### config.mk
export PLATFORM = sky130hd
export DESIGN_NAME = vreg_code_ctrl
export DESIGN_NICKNAME = d
export VERILOG_FILES = /design/src/rtl/vreg_code_pkg.sv /design/src/rtl/vreg_cond_sync.sv /design/src/rtl/vreg_lin_rails.sv /design/src/rtl/vreg_sw_rail.sv /design/src/rtl/vreg_code_ctrl.sv
export SDC_FILE = /design/constraint.sdc
export NUM_CORES = 1
export LEC_CHECK = 0
export ABC_AREA = 1
export BUFFER_PORTS_ARGS = -buffer_cell sky130_fd_sc_hd__buf_2
export CORE_AREA = 2 2 58 60
export DETAILED_ROUTE_END_ITERATION = 10
export DIE_AREA = 0 0 60 62
export PLACE_DENSITY = 0.83
export SLEW_MARGIN = 20
export SYNTH_ARGS = -nofsm -noshare
export SYNTH_HDL_FRONTEND = slang
export SYNTH_HIERARCHICAL = 1
export SYNTH_SLANG_ARGS = --single-unit
### constraint.sdc
create_clock -name clk -period 2.1 [get_ports clk]
set_input_delay 0.105 -clock clk [delete_from_list [all_inputs] [get_ports clk]]
set_output_delay 0.105 -clock clk [all_outputs]
set_load 0.005 [all_outputs]
### src/rtl/vreg_code_pkg.sv
package vreg_code_pkg;

    localparam int LIN_W    = 4;
    localparam int COND_N   = 4;
    localparam int COND_HOT = 0;
    localparam int COND_BKP = 1;
    localparam int COND_UV  = 2;
    localparam int COND_POR = 3;

    // rail-1 default code for each strap value
    function automatic logic [LIN_W-1:0] lin1_default(input logic [1:0] strap);
        case (strap)
            2'b00:   return LIN_W'(1);
            2'b01:   return LIN_W'(3);
            2'b10:   return LIN_W'(9);
            default: return LIN_W'(12);
        endcase
    endfunction

    // rail-2 default code for each strap value
    function automatic logic [LIN_W-1:0] lin2_default(input logic [1:0] strap);
        case (strap)
            2'b00, 2'b01: return LIN_W'(2);
            2'b10:        return LIN_W'(10);
            default:      return LIN_W'(13);
        endcase
    endfunction

endpackage

### src/rtl/vreg_cond_sync.sv
module vreg_cond_sync #(
    parameter int WIDTH  = 4,
    parameter int STAGES = 2
) (
    input  logic             clk,
    input  logic             rst_n,
    input  logic [WIDTH-1:0] async_i,
    output logic [WIDTH-1:0] sync_o
);

    logic [STAGES-1:0][WIDTH-1:0] stage_d, stage_q;

    always_comb begin
        stage_d[0] = async_i;
        for (int i = 1; i < STAGES; i++) begin
            stage_d[i] = stage_q[i-1];
        end
    end

    always_ff @(posedge clk or negedge rst_n) begin
        if (!rst_n) stage_q <= '0;
        else        stage_q <= stage_d;
    end

    assign sync_o = stage_q[STAGES-1];

endmodule

### src/rtl/vreg_lin_rails.sv
module vreg_lin_rails
    import vreg_code_pkg::*;
(
    input  logic             clk,
    input  logic             rst_n,
    input  logic             init_i,
    input  logic [1:0]       strap_i,
    input  logic             wr1_i,
    input  logic             wr2_i,
    input  logic [LIN_W-1:0] wr_data_i,
    output logic [LIN_W-1:0] lin1_o,
    output logic [LIN_W-1:0] lin2_o
);

    typedef struct packed {
        logic [LIN_W-1:0] lin1;
        logic [LIN_W-1:0] lin2;
    } lin_state_t;

    lin_state_t st_d, st_q;

    always_comb begin
        st_d = st_q;
        if (init_i) begin
            st_d.lin1 = lin1_default(strap_i);
            st_d.lin2 = lin2_default(strap_i);
        end else begin
            if (wr1_i) st_d.lin1 = wr_data_i;
            if (wr2_i) st_d.lin2 = wr_data_i;
        end
    end

    always_ff @(posedge clk or negedge rst_n) begin
        if (!rst_n) st_q <= '0;
        else        st_q <= st_d;
    end

    assign lin1_o = st_q.lin1;
    assign lin2_o = st_q.lin2;

    // after the power-up load, straps never move a linear code
    assert_strap_ignored_R3: assert property (@(posedge clk) disable iff (!rst_n)
        (!init_i && !wr1_i && !wr2_i) |=> ($stable(lin1_o) && $stable(lin2_o)));

endmodule

### src/rtl/vreg_sw_rail.sv
module vreg_sw_rail #(
    parameter int              SW_W    = 5,
    parameter logic [SW_W-1:0] SW_DEF0 = 5'h0C,
    parameter logic [SW_W-1:0] SW_DEF1 = 5'h16
) (
    input  logic            clk,
    input  logic            rst_n,
    input  logic            init_i,
    input  logic            def_sel_i,
    input  logic            restore_i,
    input  logic            sw_en_i,
    input  logic            comp_en_i,
    input  logic            wr_i,
    input  logic [SW_W-1:0] wr_data_i,
    output logic [SW_W-1:0] code_o
);

    typedef struct packed {
        logic [SW_W-1:0] code;
        logic [SW_W-1:0] def;
        logic            comp_en;
    } sw_state_t;

    sw_state_t st_d, st_q;
    logic      both_off;
    logic      comp_fall;

    always_comb begin
        st_d      = st_q;
        both_off  = !sw_en_i && !comp_en_i;
        comp_fall = st_q.comp_en && !comp_en_i;
        st_d.comp_en = comp_en_i;
        if (init_i) begin
            st_d.def  = def_sel_i ? SW_DEF1 : SW_DEF0;
            st_d.code = def_sel_i ? SW_DEF1 : SW_DEF0;
        end else if (restore_i || both_off) begin
            st_d.code = st_q.def;
        end else if (comp_fall) begin
            st_d.code = {1'b1, st_q.code[SW_W-2:1], 1'b0};
        end else if (wr_i) begin
            st_d.code = wr_data_i;
        end
    end

    always_ff @(posedge clk or negedge rst_n) begin
        if (!rst_n) st_q <= '0;
        else        st_q <= st_d;
    end

    assign code_o = st_q.code;

    // a synchronized restore condition yields the latched default
    assert_restore_default_R6: assert property (@(posedge clk) disable iff (!rst_n)
        (!init_i && restore_i) |=> (code_o == st_q.def));

    // both rails off keeps the default regardless of writes
    assert_both_off_default_R8: assert property (@(posedge clk) disable iff (!rst_n)
        (!init_i && !sw_en_i && !comp_en_i) |=> (code_o == st_q.def));

    // companion turn-off pattern
    assert_comp_off_pattern_R9: assert property (@(posedge clk) disable iff (!rst_n)
        (!init_i && !restore_i && sw_en_i && st_q.comp_en && !comp_en_i)
        |=> (code_o[SW_W-1] && !code_o[0] && (code_o[SW_W-2:1] == $past(code_o[SW_W-2:1]))));

    // a restore in the same cycle beats a write
    assert_restore_beats_write_R10: assert property (@(posedge clk) disable iff (!rst_n)
        (!init_i && restore_i && wr_i) |=> (code_o == st_q.def));

endmodule

### src/rtl/vreg_code_ctrl.sv
module vreg_code_ctrl
    import vreg_code_pkg::*;
#(
    parameter int                ADDR_W      = 8,
    parameter int                DATA_W      = 8,
    parameter int                SW_W        = 5,
    parameter int                SYNC_STAGES = 2,
    parameter logic [SW_W-1:0]   SW_DEF0     = 5'h0C,
    parameter logic [SW_W-1:0]   SW_DEF1     = 5'h16,
    parameter logic [ADDR_W-1:0] ADDR_SW     = 8'h03,
    parameter logic [ADDR_W-1:0] ADDR_LIN1   = 8'h05,
    parameter logic [ADDR_W-1:0] ADDR_LIN2   = 8'h06
) (
    input  logic              clk,
    input  logic              rst_n,
    input  logic              sw_def_sel_i,
    input  logic [1:0]        lin_strap_i,
    input  logic              hot_rst_i,
    input  logic              bkup_low_i,
    input  logic              uvlo_i,
    input  logic              por_i,
    input  logic              sw_en_i,
    input  logic              comp_en_i,
    input  logic              wr_en_i,
    input  logic [ADDR_W-1:0] wr_addr_i,
    input  logic [DATA_W-1:0] wr_data_i,
    input  logic [ADDR_W-1:0] rd_addr_i,
    output logic [DATA_W-1:0] rd_data_o,
    output logic [SW_W-1:0]   sw_code_o,
    output logic [LIN_W-1:0]  lin1_code_o,
    output logic [LIN_W-1:0]  lin2_code_o
);

    localparam int SW_PAD  = DATA_W - SW_W;
    localparam int LIN_PAD = DATA_W - LIN_W;

    typedef struct packed {
        logic loaded;
    } top_state_t;

    top_state_t        st_d, st_q;
    logic [COND_N-1:0] cond_async, cond_sync;
    logic              restore;
    logic              sw_wr, lin1_wr, lin2_wr;
    logic              sw_fit, lin_fit;

    always_comb begin
        st_d        = st_q;
        st_d.loaded = 1'b1;
    end

    always_ff @(posedge clk or negedge rst_n) begin
        if (!rst_n) st_q <= '0;
        else        st_q <= st_d;
    end

    assign cond_async[COND_HOT] = hot_rst_i;
    assign cond_async[COND_BKP] = bkup_low_i;
    assign cond_async[COND_UV]  = uvlo_i;
    assign cond_async[COND_POR] = por_i;

    vreg_cond_sync #(
        .WIDTH  (COND_N),
        .STAGES (SYNC_STAGES)
    ) u_sync (
        .clk     (clk),
        .rst_n   (rst_n),
        .async_i (cond_async),
        .sync_o  (cond_sync)
    );

    assign restore = |cond_sync;
    assign sw_fit  = ~|wr_data_i[DATA_W-1:SW_W];
    assign lin_fit = ~|wr_data_i[DATA_W-1:LIN_W];
    assign sw_wr   = wr_en_i && (wr_addr_i == ADDR_SW)   && sw_fit;
    assign lin1_wr = wr_en_i && (wr_addr_i == ADDR_LIN1) && lin_fit;
    assign lin2_wr = wr_en_i && (wr_addr_i == ADDR_LIN2) && lin_fit;

    vreg_sw_rail #(
        .SW_W    (SW_W),
        .SW_DEF0 (SW_DEF0),
        .SW_DEF1 (SW_DEF1)
    ) u_sw (
        .clk       (clk),
        .rst_n     (rst_n),
        .init_i    (!st_q.loaded),
        .def_sel_i (sw_def_sel_i),
        .restore_i (restore),
        .sw_en_i   (sw_en_i),
        .comp_en_i (comp_en_i),
        .wr_i      (sw_wr),
        .wr_data_i (wr_data_i[SW_W-1:0]),
        .code_o    (sw_code_o)
    );

    vreg_lin_rails u_lin (
        .clk       (clk),
        .rst_n     (rst_n),
        .init_i    (!st_q.loaded),
        .strap_i   (lin_strap_i),
        .wr1_i     (lin1_wr),
        .wr2_i     (lin2_wr),
        .wr_data_i (wr_data_i[LIN_W-1:0]),
        .lin1_o    (lin1_code_o),
        .lin2_o    (lin2_code_o)
    );

    always_comb begin
        rd_data_o = '1;
        if (rd_addr_i == ADDR_SW)   rd_data_o = {{SW_PAD{1'b0}}, sw_code_o};
        if (rd_addr_i == ADDR_LIN1) rd_data_o = {{LIN_PAD{1'b0}}, lin1_code_o};
        if (rd_addr_i == ADDR_LIN2) rd_data_o = {{LIN_PAD{1'b0}}, lin2_code_o};
    end

    // hot reset leaves the linear codes alone
    assert_hot_keeps_lin_R6: assert property (@(posedge clk) disable iff (!rst_n)
        (st_q.loaded && cond_sync[COND_HOT] && !lin1_wr && !lin2_wr)
        |=> ($stable(lin1_code_o) && $stable(lin2_code_o)));

    // an oversized write never reaches the switching code
    assert_wide_write_dropped_R11: assert property (@(posedge clk) disable iff (!rst_n)
        (st_q.loaded && !restore && sw_en_i && comp_en_i && wr_en_i && !sw_fit
         && !(wr_en_i && (wr_addr_i != ADDR_SW)))
        |=> $stable(sw_code_o));

endmodule

==> results of run 1 <==
==> cell usage in the layout (no fill, tap or decap), drive strengths merged <==
| master | instances |
|---|---|
| buf | 59 |
| a21oi | 3 |
| and2 | 1 |
| clkbuf | 3 |
| bufinv | 1 |
| conb | 1 |
| nand2 | 73 |
| nand4 | 1 |
| or2 | 3 |
| nand3 | 23 |
| dlygate4sd3 | 6 |
| nor2 | 28 |
| o21ai | 2 |
| nor3 | 3 |
| inv | 32 |
| dfrtp | 26 |
| clkinv | 1 |
| nand3b | 6 |
==> power by group <==
| part | total (mW) | internal, mW | leakage (nW) | switching [mW] |
|---|---|---|---|---|
| sequential | 0.556 | 0.535 | 0.305 | 0.0211 |
| combinational | 0.189 | 0.0853 | 0.789 | 0.104 |
| clock | 0.335 | 0.193 | 0.0279 | 0.142 |
| total | 1.08 | 0.813 | 1.12 | 0.267 |
==> per-layer routing <==
metal / global-route usage / up-vias / share of wire
li1: - / 762 / -
met1: 0.207 / 652 / 0.41
met2: 0.396 / 32 / 0.54
met3: 0.0290 / 2 / 0.037
met4: 0.0603 / 0 / 0.0028
met5: 0 / - / 0
==> worst min-delay path, delay by kind of cell <==
family	cells	cell delay (ns)
AO/OA/AOI/OAI	1	0.08
buffers and inverters	1	0.08
AND/OR/NAND/NOR	1	0.06
==> state kept, by name (all words and copies together), names as in the netlist <==
| signal | flops |
|---|---|
| u_sync/sync_o | 4 |
| st_q | 1 |
| u_sync/stage_d | 4 |
| u_lin/lin2_o | 4 |
| u_sw/code_o | 5 |
| u_sw/st_q | 4 |
| u_lin/lin1_o | 4 |
==> area by class of cell <==
| type | instances | area (um2) | share of cell area |
|---|---|---|---|
| multi-input combinational | 144 | 741 | 0.373 |
| sequential | 26 | 651 | 0.327 |
| timing repair buffer | 65 | 363 | 0.183 |
| inverter | 33 | 124 | 0.0623 |
| tap | 46 | 57.6 | 0.0289 |
| clock inverter | 1 | 30.0 | 0.0151 |
| clock buffer | 3 | 22.5 | 0.0113 |
==> cells by family (layout without fill, tap and decap cells) <==
| group | after synthesis | in the layout | synth area share |
|---|---|---|---|
| and+or+nand+nor | 138 | 138 | 0.448 |
| buffers and inverters | 42 | 102 | 0.125 |
| DFF | 26 | 26 | 0.409 |
| AOI/OAI and AO/OA | 5 | 5 | 0.0157 |
| other | 1 | 1 | 0.00236 |
==> cells in the mapped netlist <==
cell type	n	share of area
buf_4	7	0.033
nand3_2	1	0.0063
nor2_8	3	0.038
nand2_2	4	0.016
o21ai_0	2	0.0063
nor2_4	2	0.014
clkinv_1	1	0.0024
buf_6	2	0.014
nor3_1	3	0.0094
nand3b_1	6	0.028
nor2_1	20	0.047
nand2_4	5	0.035
inv_1	24	0.057
nor2_2	3	0.012
nand4_1	1	0.0039
and2_4	1	0.0055
dfrtp_1	26	0.41
nand2_1	64	0.15
conb_1	1	0.0024
nand3_1	22	0.069
a21oi_1	3	0.0094
or2_1	3	0.012
inv_2	8	0.019
==> per-stage QoR <==
| step | area (um2) | utilization | instances |
|---|---|---|---|
| after floorplan | 1590 | - | 212 |
| after global placement | 1880 | 0.590 | 308 |
| after detailed placement | 1880 | 0.590 | 308 |
| after CTS | 1990 | 0.625 | 318 |
| after global routing | 1990 | 0.625 | 318 |
| final | 1990 | 0.625 | 318 |
==> path summary, 6_finish.rpt <==
kind / start / end / slack, ns / cells past startpoint
worst max-delay path: st_q$_DFF_PN0_ / u_lin/lin1_o[3]$_DFFE_PN0P_ / 0.71 / 7
worst min-delay path: sw_def_sel_i / u_sw/st_q[2]$_DFFE_PN0P_ / 0.04 / 3
worst max register to register: st_q$_DFF_PN0_ / u_lin/lin1_o[3]$_DFFE_PN0P_ / 0.71 / 7
worst min register to register: u_sync/stage_d[7]$_DFF_PN0_ / u_sync/sync_o[3]$_DFF_PN0_ / 0.36 / 0
max in group asynchronous: rst_n / u_lin/lin2_o[3]$_DFFE_PN0P_ / 1.44 / 2
min in group asynchronous: rst_n / u_sw/st_q[3]$_DFFE_PN0P_ / 0.29 / 2
==> timing repair <==
action                    4_1_cts  5_1_grt
buffers inserted                0        0
hold endpoints to repair       31        0
hold buffers                    6        0
==> reports/qor.yml, run 1 <==
status: "finished clean"
critPathMaxFanout: 14
start_util: 0.500
cts_sinks: 26
wl_per_cell_um: 9.96
tns_ns: 0
place.gp.congestion: 0.835
syn_inst: 212
cts_tree: "built"
synth-seq-cells: 26
maxClockFrequency_ghz: 0.722
cp_data_required_time_ns: 2.32
worst_pin_slew_ns: 0.559
crit_path_end_kind: "flop"
route.vias.total: 1448
dp_slack_ns: 0.767
clockBufferDepth: 2
crit_type: "flop to flop"
core_region_area_um2: 3180
syn-cell-area_um2: 1590
hold_viol: 0
avgSynthCellArea_um2: 7.50
die_w_um: 60
period_share: 0.660
crit_chain: "inv_1 -> buf_4 -> inv_2 -> nand2_1 -> nand2_1 -> nand2_1 -> nand2_1"
period_needed_ns: 1.39
area_growth_pct: 25.0
fin_skew_ns: 0.00485
htree_levels: 1
slew_violations: 0
synth_nets: 248
first_global_vias: 1435
critPathArrivalTime_ns: 1.60
dpl.hpwl_um: 2570
drcViolationCount: 0
io_pins: 57
synth_cell_types: 23
setup_viol: 0
fillCellCount: 297
portBuffers: 56
rows: 21
cts_root_buffer: "clkbuf_4"
max-slew-margin-rel: 0.627
cts_made_buffers: 3
nets: 309
clk_latency_ns: 0.31
rsz0062_at_grt: "no"
synth_seq_area_share: 0.409
grt_max_degree: 27
critPathSlowestCell: "dfrtp_1"
timing.final.ws_setup_ns: 0.715
hold_class: "primary input to flop"
firstDrtPassIters: 4
drv_cap: 0
fp.dieH_um: 62
grt_pass1_wl_um: 5520
critPathMostFrequentCell: "nand2_1"
peakVddDrop_mv: 0.431
antenna_left: 0
drive_gt1_frac: 0.331
via_per_inst: 4.55
antenna_found_initial: 0
grt_usage: 0.196
crit_family: "buffers and inverters"
post_cts_resized: 0
powerDensity_nw_per_um2: 543
worst-path-buf-inv: 3
grt-ovfl-total: 0
p_leak_nw: 1.12
finalPower_mw: 1.08
wl_um: 3170
timing.hold.ws_ns: 0.0375
cts.clk_slew.worst_paths_ns: 0.14
diodes: 0
die-area_um2: 3720
crit_path_start_kind: "flop"
slowest_delay_ns: 0.38
drt_iter0_markers: 39
yosysWarnings: 6
No activity file was read; power rests on OpenSTA's default activity.
==> run 2: changes to the inputs <==
--- a/config.mk
+++ b/config.mk
@@ -7,10 +7,10 @@
 export LEC_CHECK = 0
 export ABC_AREA = 1
 export BUFFER_PORTS_ARGS = -buffer_cell sky130_fd_sc_hd__buf_2
-export CORE_AREA = 2 2 58 60
+export CORE_AREA = 2 2 64 66
 export DETAILED_ROUTE_END_ITERATION = 10
-export DIE_AREA = 0 0 60 62
-export PLACE_DENSITY = 0.83
+export DIE_AREA = 0 0 66 68
+export PLACE_DENSITY = 0.72
 export SLEW_MARGIN = 20
 export SYNTH_ARGS = -nofsm -noshare
 export SYNTH_HDL_FRONTEND = slang
==> constraint.sdc (replaced) <==
create_clock -name clk -period 1.14 [get_ports clk]
set_input_delay 0.057 -clock clk [delete_from_list [all_inputs] [get_ports clk]]
set_output_delay 0.057 -clock clk [all_outputs]
set_load 0.005 [all_outputs]
==> run 2 against run 1 <==
Compared with the run above:
- non-clock buffer count increased by 14
- cell area increased by 9.9%
- sequential cell count unchanged
- critical path depth up 3
- routed wire length grew 9.8%
- die area is 21% higher
- the flow now finishes with violations (negative setup slack)
- combinational power increased by 130%
- setup slack got worse by 0.75 ns
==> reports/qor.yml, run 2 (synthesis results as in run 1) <==
status: "finished, violations left"
failed_checks: "negative setup slack"
drt_iter0_markers: 41
path_depth: 10
p_leak_nw: 1.21
diodes: 0
drcViolationCount: 0
grt_usage: 0.167
timing.hold.ws_ns: 0.0721
peakVddDrop_mv: 0.499
r2r-end: "u_sw/code_o[3]$_DFFE_PN0P_"
power_frac_seq: 0.503
dpl.hpwl_um: 2680
cp_data_required_time_ns: 1.30
antenna_found_initial: 0
firstDrtPassIters: 6
first_global_vias: 1458
grt_pass1_wl_um: 5810
period_share: 1.03
multi_input_area_um2: 782
start_util: 0.412
clkPwrFrac: 0.286
cts_made_buffers: 3
cts.clk_slew.worst_paths_ns: 0.08
slowest_delay_ns: 0.53
timing.final.ws_setup_ns: -0.0336
p_comb_frac: 0.210
dp.cells: 316
crit_chain: "dlygate4sd3_1 -> buf_2 -> inv_2 -> nand2_1 -> nand2_1 -> inv_1 -> nor2_4 -> nor2_1 -> nand2_1 -> nand2_1"
core_region_area_um2: 3860
critPathMostFrequentCell: "nand2_1"
switching_share: 0.259
worst_pin_slew_ns: 0.553
antenna_left: 0
via_per_inst: 4.47
clockBufferDepth: 2
io_pins: 57
fp.dieH_um: 68
area_growth_pct: 37.4
powerDensity_nw_per_um2: 929
netSwitchingPower_uw: 526
slew_violations: 0
cts_root_buffer: "clkbuf_8"
fin_skew_ns: 0.00425
grt_max_degree: 27
hold_class: "primary input to flop"
critPathArrivalTime_ns: 1.34
final_common_cell: "nand2_1"
p_int_mw: 1.50
nets: 323
worst-path-buf-inv: 4
place.gp.congestion: 0.813
regArea_um2: 651
rows: 23
grt-ovfl-total: 0
clk_latency_ns: 0.27
cts_sinks: 26
r2r_cells: 9
crit_family: "buffers and inverters"
setup_viol: 2
fillCellCount: 382
route.vias.total: 1502
maxClockFrequency_ghz: 0.852
final_cell_mix: "nand2_1, buf_2, dfrtp_1"
crit_type: "primary input to flop"
largest_reg_flops: 5
wl_per_cell_um: 10.3
die-area_um2: 4490
critPathSlowestCell: "dlygate4sd3_1"
endpoint: "u_sw/code_o[3]$_DFFE_PN0P_"
rsz0062_at_grt: "yes"
stdcell_count: 336
period_needed_ns: 1.17
fin_util: 0.567
hold_viol: 0
timing.rr.start: "u_sync/sync_o[1]$_DFF_PN0_"
portBuffers: 56
critPathMaxFanout: 4
startpoint: "comp_en_i"
cts_tree: "built"
crit_path_start_kind: "primary input"
max-slew-margin-rel: 0.631
drv_cap: 0
wl_um: 3480
htree_levels: 1
r2r_slack_ns: -0.01
die_w_um: 66
drive_gt1_frac: 0.402
crit_path_end_kind: "flop"
run 2: cell count changes in the layout (fill, tap and decap cells not counted), sizes merged:
cell	delta
buf	+13
clkbuf	+2
bufinv	-1
clkinv	-1
inv	+1
run 2: metal layers:
| metal | share of wire | vias to the layer above | GRT usage |
|---|---|---|---|
| met3 | 0.067 | 4 | 0.0263 |
| met2 | 0.48 | 50 | 0.302 |
| met1 | 0.44 | 663 | 0.207 |
| li1 | - | 785 | - |
| met5 | 0 | - | 0 |
| met4 | 0.0089 | 0 | 0.0459 |
run 2: layout make-up:
cell class	count	area share
clock buffers	4	0.0252
inverters	33	0.0567
multi-input cells	144	0.358
flip-flops and latches	26	0.298
well taps	50	0.0286
repair buffers	79	0.234
run 2: what timing repair did:
item	CTS	global route
hold buffers	6	0
resized for setup	5	6
endpoints found under the setup margin	6	13
pin swaps	2	4
cloned	0	1
hold endpoints to repair	31	0
buffers inserted	5	4
run 2: worst min-delay path by stage:
| stage | slack [ns] | end | cells past startpoint | from |
|---|---|---|---|---|
| 5_1_grt | 0.08 | u_sw/code_o[0]$_DFFE_PN0P_ | 3 | wr_data_i[0] |
| 4_1_cts | 0.07 | u_sw/code_o[0]$_DFFE_PN0P_ | 3 | wr_data_i[0] |
| 2_1_floorplan | -0.24 | st_q$_DFF_PN0_ | 0 | rst_n |
| 3_3_place_gp | 0.08 | u_sw/st_q[2]$_DFFE_PN0P_ | 1 | rst_n |
| 6_report | 0.07 | u_sw/code_o[0]$_DFFE_PN0P_ | 3 | wr_data_i[0] |
| 3_5_place_dp | 0.08 | u_sw/st_q[2]$_DFFE_PN0P_ | 1 | rst_n |
run 2: power by group through the flow:
stage | clock network (mW) | registers, mW | logic [mW]
finish | 0.581 | 1.02 | 0.427
floorplan | 0 | 1.04 | 0.200
global placement | 0 | 1.04 | 0.352
detailed placement | 0 | 1.04 | 0.357
global route | 0.623 | 1.03 | 0.479
CTS | 0.600 | 1.02 | 0.402
run 2: worst min-delay path: stages:
cell,delay (ns)
buf_2,0.11
nand3_1,0.08
nand2_1,0.06
run 2: per-stage QoR:
step	setup TNS, ns	worst slack (ns)	area [um2]	power [mW]
3_3_place_gp	-0.0839	-0.0449	1950	1.39
5_1_grt	-0.707	-0.122	2180	2.13
2_1_floorplan	0	0.0444	1600	1.24
4_1_cts	-0.0148	-0.0123	2110	2.02
6_report	-0.0339	-0.0336	2180	2.03
3_5_place_dp	-0.269	-0.0949	1950	1.40
==> run 3: changes to the inputs <==
--- a/config.mk
+++ b/config.mk
@@ -16,3 +16,4 @@
 export SYNTH_HDL_FRONTEND = slang
 export SYNTH_HIERARCHICAL = 1
 export SYNTH_SLANG_ARGS = --single-unit
+export TNS_END_PERCENT = 20
==> run 3 against run 2 <==
Compared with the run above:
- the run still ends with negative setup slack left
- setup slack gained 0.012 ns
- total power shrank 2.0%
- first-iteration DRC count is the same
- final cell count shrank 2.7%
- register-to-register slack is essentially flat
- die area is the same
- critical endpoint is now u_sw/code_o[4]$_DFFE_PN0P_
==> reports/qor.yml, run 3 (synthesis results as in run 1) <==
antenna_left: 0
final_common_cell: "nand2_1"
drt_iter0_markers: 41
power_frac_seq: 0.515
period_share: 1.02
wl_met2_um: 1730
peakVddDrop_mv: 0.534
status: "finished, violations left"
crit_type: "flop to flop"
portBuffers: 56
setup_viol: 6
timing.rr.start: "u_sync/sync_o[3]$_DFF_PN0_"
nets: 314
route.vias.total: 1473
slew_violations: 0
hold_viol: 0
timing.hold.ws_ns: 0.0639
fin_skew_ns: 0.00170
drive_gt1_frac: 0.383
drcViolationCount: 0
cts_tree: "built"
place.gp.congestion: 0.833
cts_made_buffers: 3
via_per_inst: 4.50
placed_area_um2: 1910
p_leak_nw: 1.15
cts_root_buffer: "clkbuf_8"
stdcell_count: 327
wl_met1_um: 1420
diodes: 0
firstDrtPassIters: 4
die_w_um: 66
fp.dieH_um: 68
min_path_cells: 3
r2r-end: "u_sw/code_o[4]$_DFFE_PN0P_"
worst_pin_slew_ns: 0.562
finalPower_mw: 1.99
routed.top_layer: "met4"
area_growth_pct: 31.0
dpl.hpwl_um: 2810
clkPwrFrac: 0.292
critPathMaxFanout: 3
rsz0062_at_grt: "yes"
grt_pass1_wl_um: 6030
die-area_um2: 4490
hold_class: "primary input to flop"
failed_checks: "negative setup slack"
wl_per_cell_um: 10.5
htree_levels: 1
timing.final.ws_setup_ns: -0.0214
grt-ovfl-total: 0
period_needed_ns: 1.16
largest_reg_flops: 5
max-slew-margin-rel: 0.626
drv_cap: 0
p_comb_frac: 0.193
first_global_vias: 1463
crit_path_start_kind: "flop"
grt_usage: 0.177
wl_met3_um: 275
start_util: 0.412
cts_sinks: 26
switching_share: 0.260
powerDensity_nw_per_um2: 954
fillCellCount: 384
core_region_area_um2: 3860
crit_path_end_kind: "flop"
final_cell_mix: "nand2_1, buf_2, dfrtp_1"
r2r_cells: 8
clockBufferDepth: 2
cp_data_required_time_ns: 1.31
dp.cells: 315
antenna_found_initial: 0
r2r_slack_ns: -0.02
maxClockFrequency_ghz: 0.861
wl_um: 3450
clk_latency_ns: 0.27
critPathArrivalTime_ns: 1.33
netSwitchingPower_uw: 518
hold_start: "lin_strap_i[0]"
p_int_mw: 1.47
rows: 23
grt_max_degree: 27
cts.clk_slew.worst_paths_ns: 0.08
min_delay_worst_endpoint: "u_lin/lin2_o[0]$_DFFE_PN0P_"
io_pins: 57
final_area_um2: 2080
[run 3: cell types whose count changed in the layout (fill, tap and decap cells not counted), sizes merged]
cell	change
clkbuf	-1
buf	-8
[run 3: through the flow]
step / setup TNS, ns / worst slack [ns] / utilization
4_1_cts: -0.0828 / -0.0326 / 0.532
3_3_place_gp: -0.179 / -0.0535 / 0.495
2_1_floorplan: -0.181 / -0.0590 / -
6_report: -0.0787 / -0.0214 / 0.540
5_1_grt: -0.798 / -0.148 / 0.540
3_5_place_dp: -0.462 / -0.122 / 0.495
[run 3: layout make-up]
class	instances	area [um2]	area share
Multi-Input combinational cell	144	786	0.377
Timing Repair Buffer	70	400	0.192
Sequential cell	26	651	0.312
Inverter	33	129	0.0619
Clock buffer	4	55.1	0.0264
Tap cell	50	62.6	0.0300
[run 3: worst max path at each step]
stage,slack [ns],cells past startpoint,end,startpoint
floorplan,-0.06,7,u_lin/lin1_o[0]$_DFFE_PN0P_,wr_data_i[5]
global placement,-0.05,10,u_lin/lin1_o[2]$_DFFE_PN0P_,wr_data_i[5]
detailed placement,-0.12,9,u_sw/code_o[1]$_DFFE_PN0P_,wr_addr_i[5]
CTS,-0.03,4,rd_data_o[1],u_lin/lin1_o[1]$_DFFE_PN0P_
global route,-0.15,9,u_sw/code_o[2]$_DFFE_PN0P_,u_sync/sync_o[3]$_DFF_PN0_
finish,-0.02,8,u_sw/code_o[4]$_DFFE_PN0P_,u_sync/sync_o[3]$_DFF_PN0_
[run 3: power by group through the flow]
stage | registers, mW | clock network, mW | logic [mW]
after CTS | 1.02 | 0.607 | 0.381
after floorplan | 1.04 | 0 | 0.200
final | 1.02 | 0.580 | 0.384
after global routing | 1.03 | 0.637 | 0.441
after detailed placement | 1.04 | 0 | 0.348
after global placement | 1.04 | 0 | 0.340
[run 3: what timing repair did]
item | CTS | global route
pin swaps | 0 | 6
cloned | 0 | 0
hold buffers | 6 | 0
resized for setup | 4 | 11
endpoints found under the hold margin | 31 | 0
setup buffers | 2 | 0
endpoints found under the setup margin | 11 | 10
[run 3: critical path, cell delays in order (launching register included)]
cell and delay, ns:
dfrtp_1 0.37, nor2_1 0.12, nand2_2 0.11, inv_4 0.09, nand2_4 0.07, a21oi_1 0.12, nand2_1 0.07, nand2_1 0.06
nand2_1 0.04
[run 3: routing by layer]
metal	GRT usage	up-vias
met1	0.207	655
li1	-	767
met4	0.0536	0
met5	0	-
met2	0.328	48
met3	0.0329	3
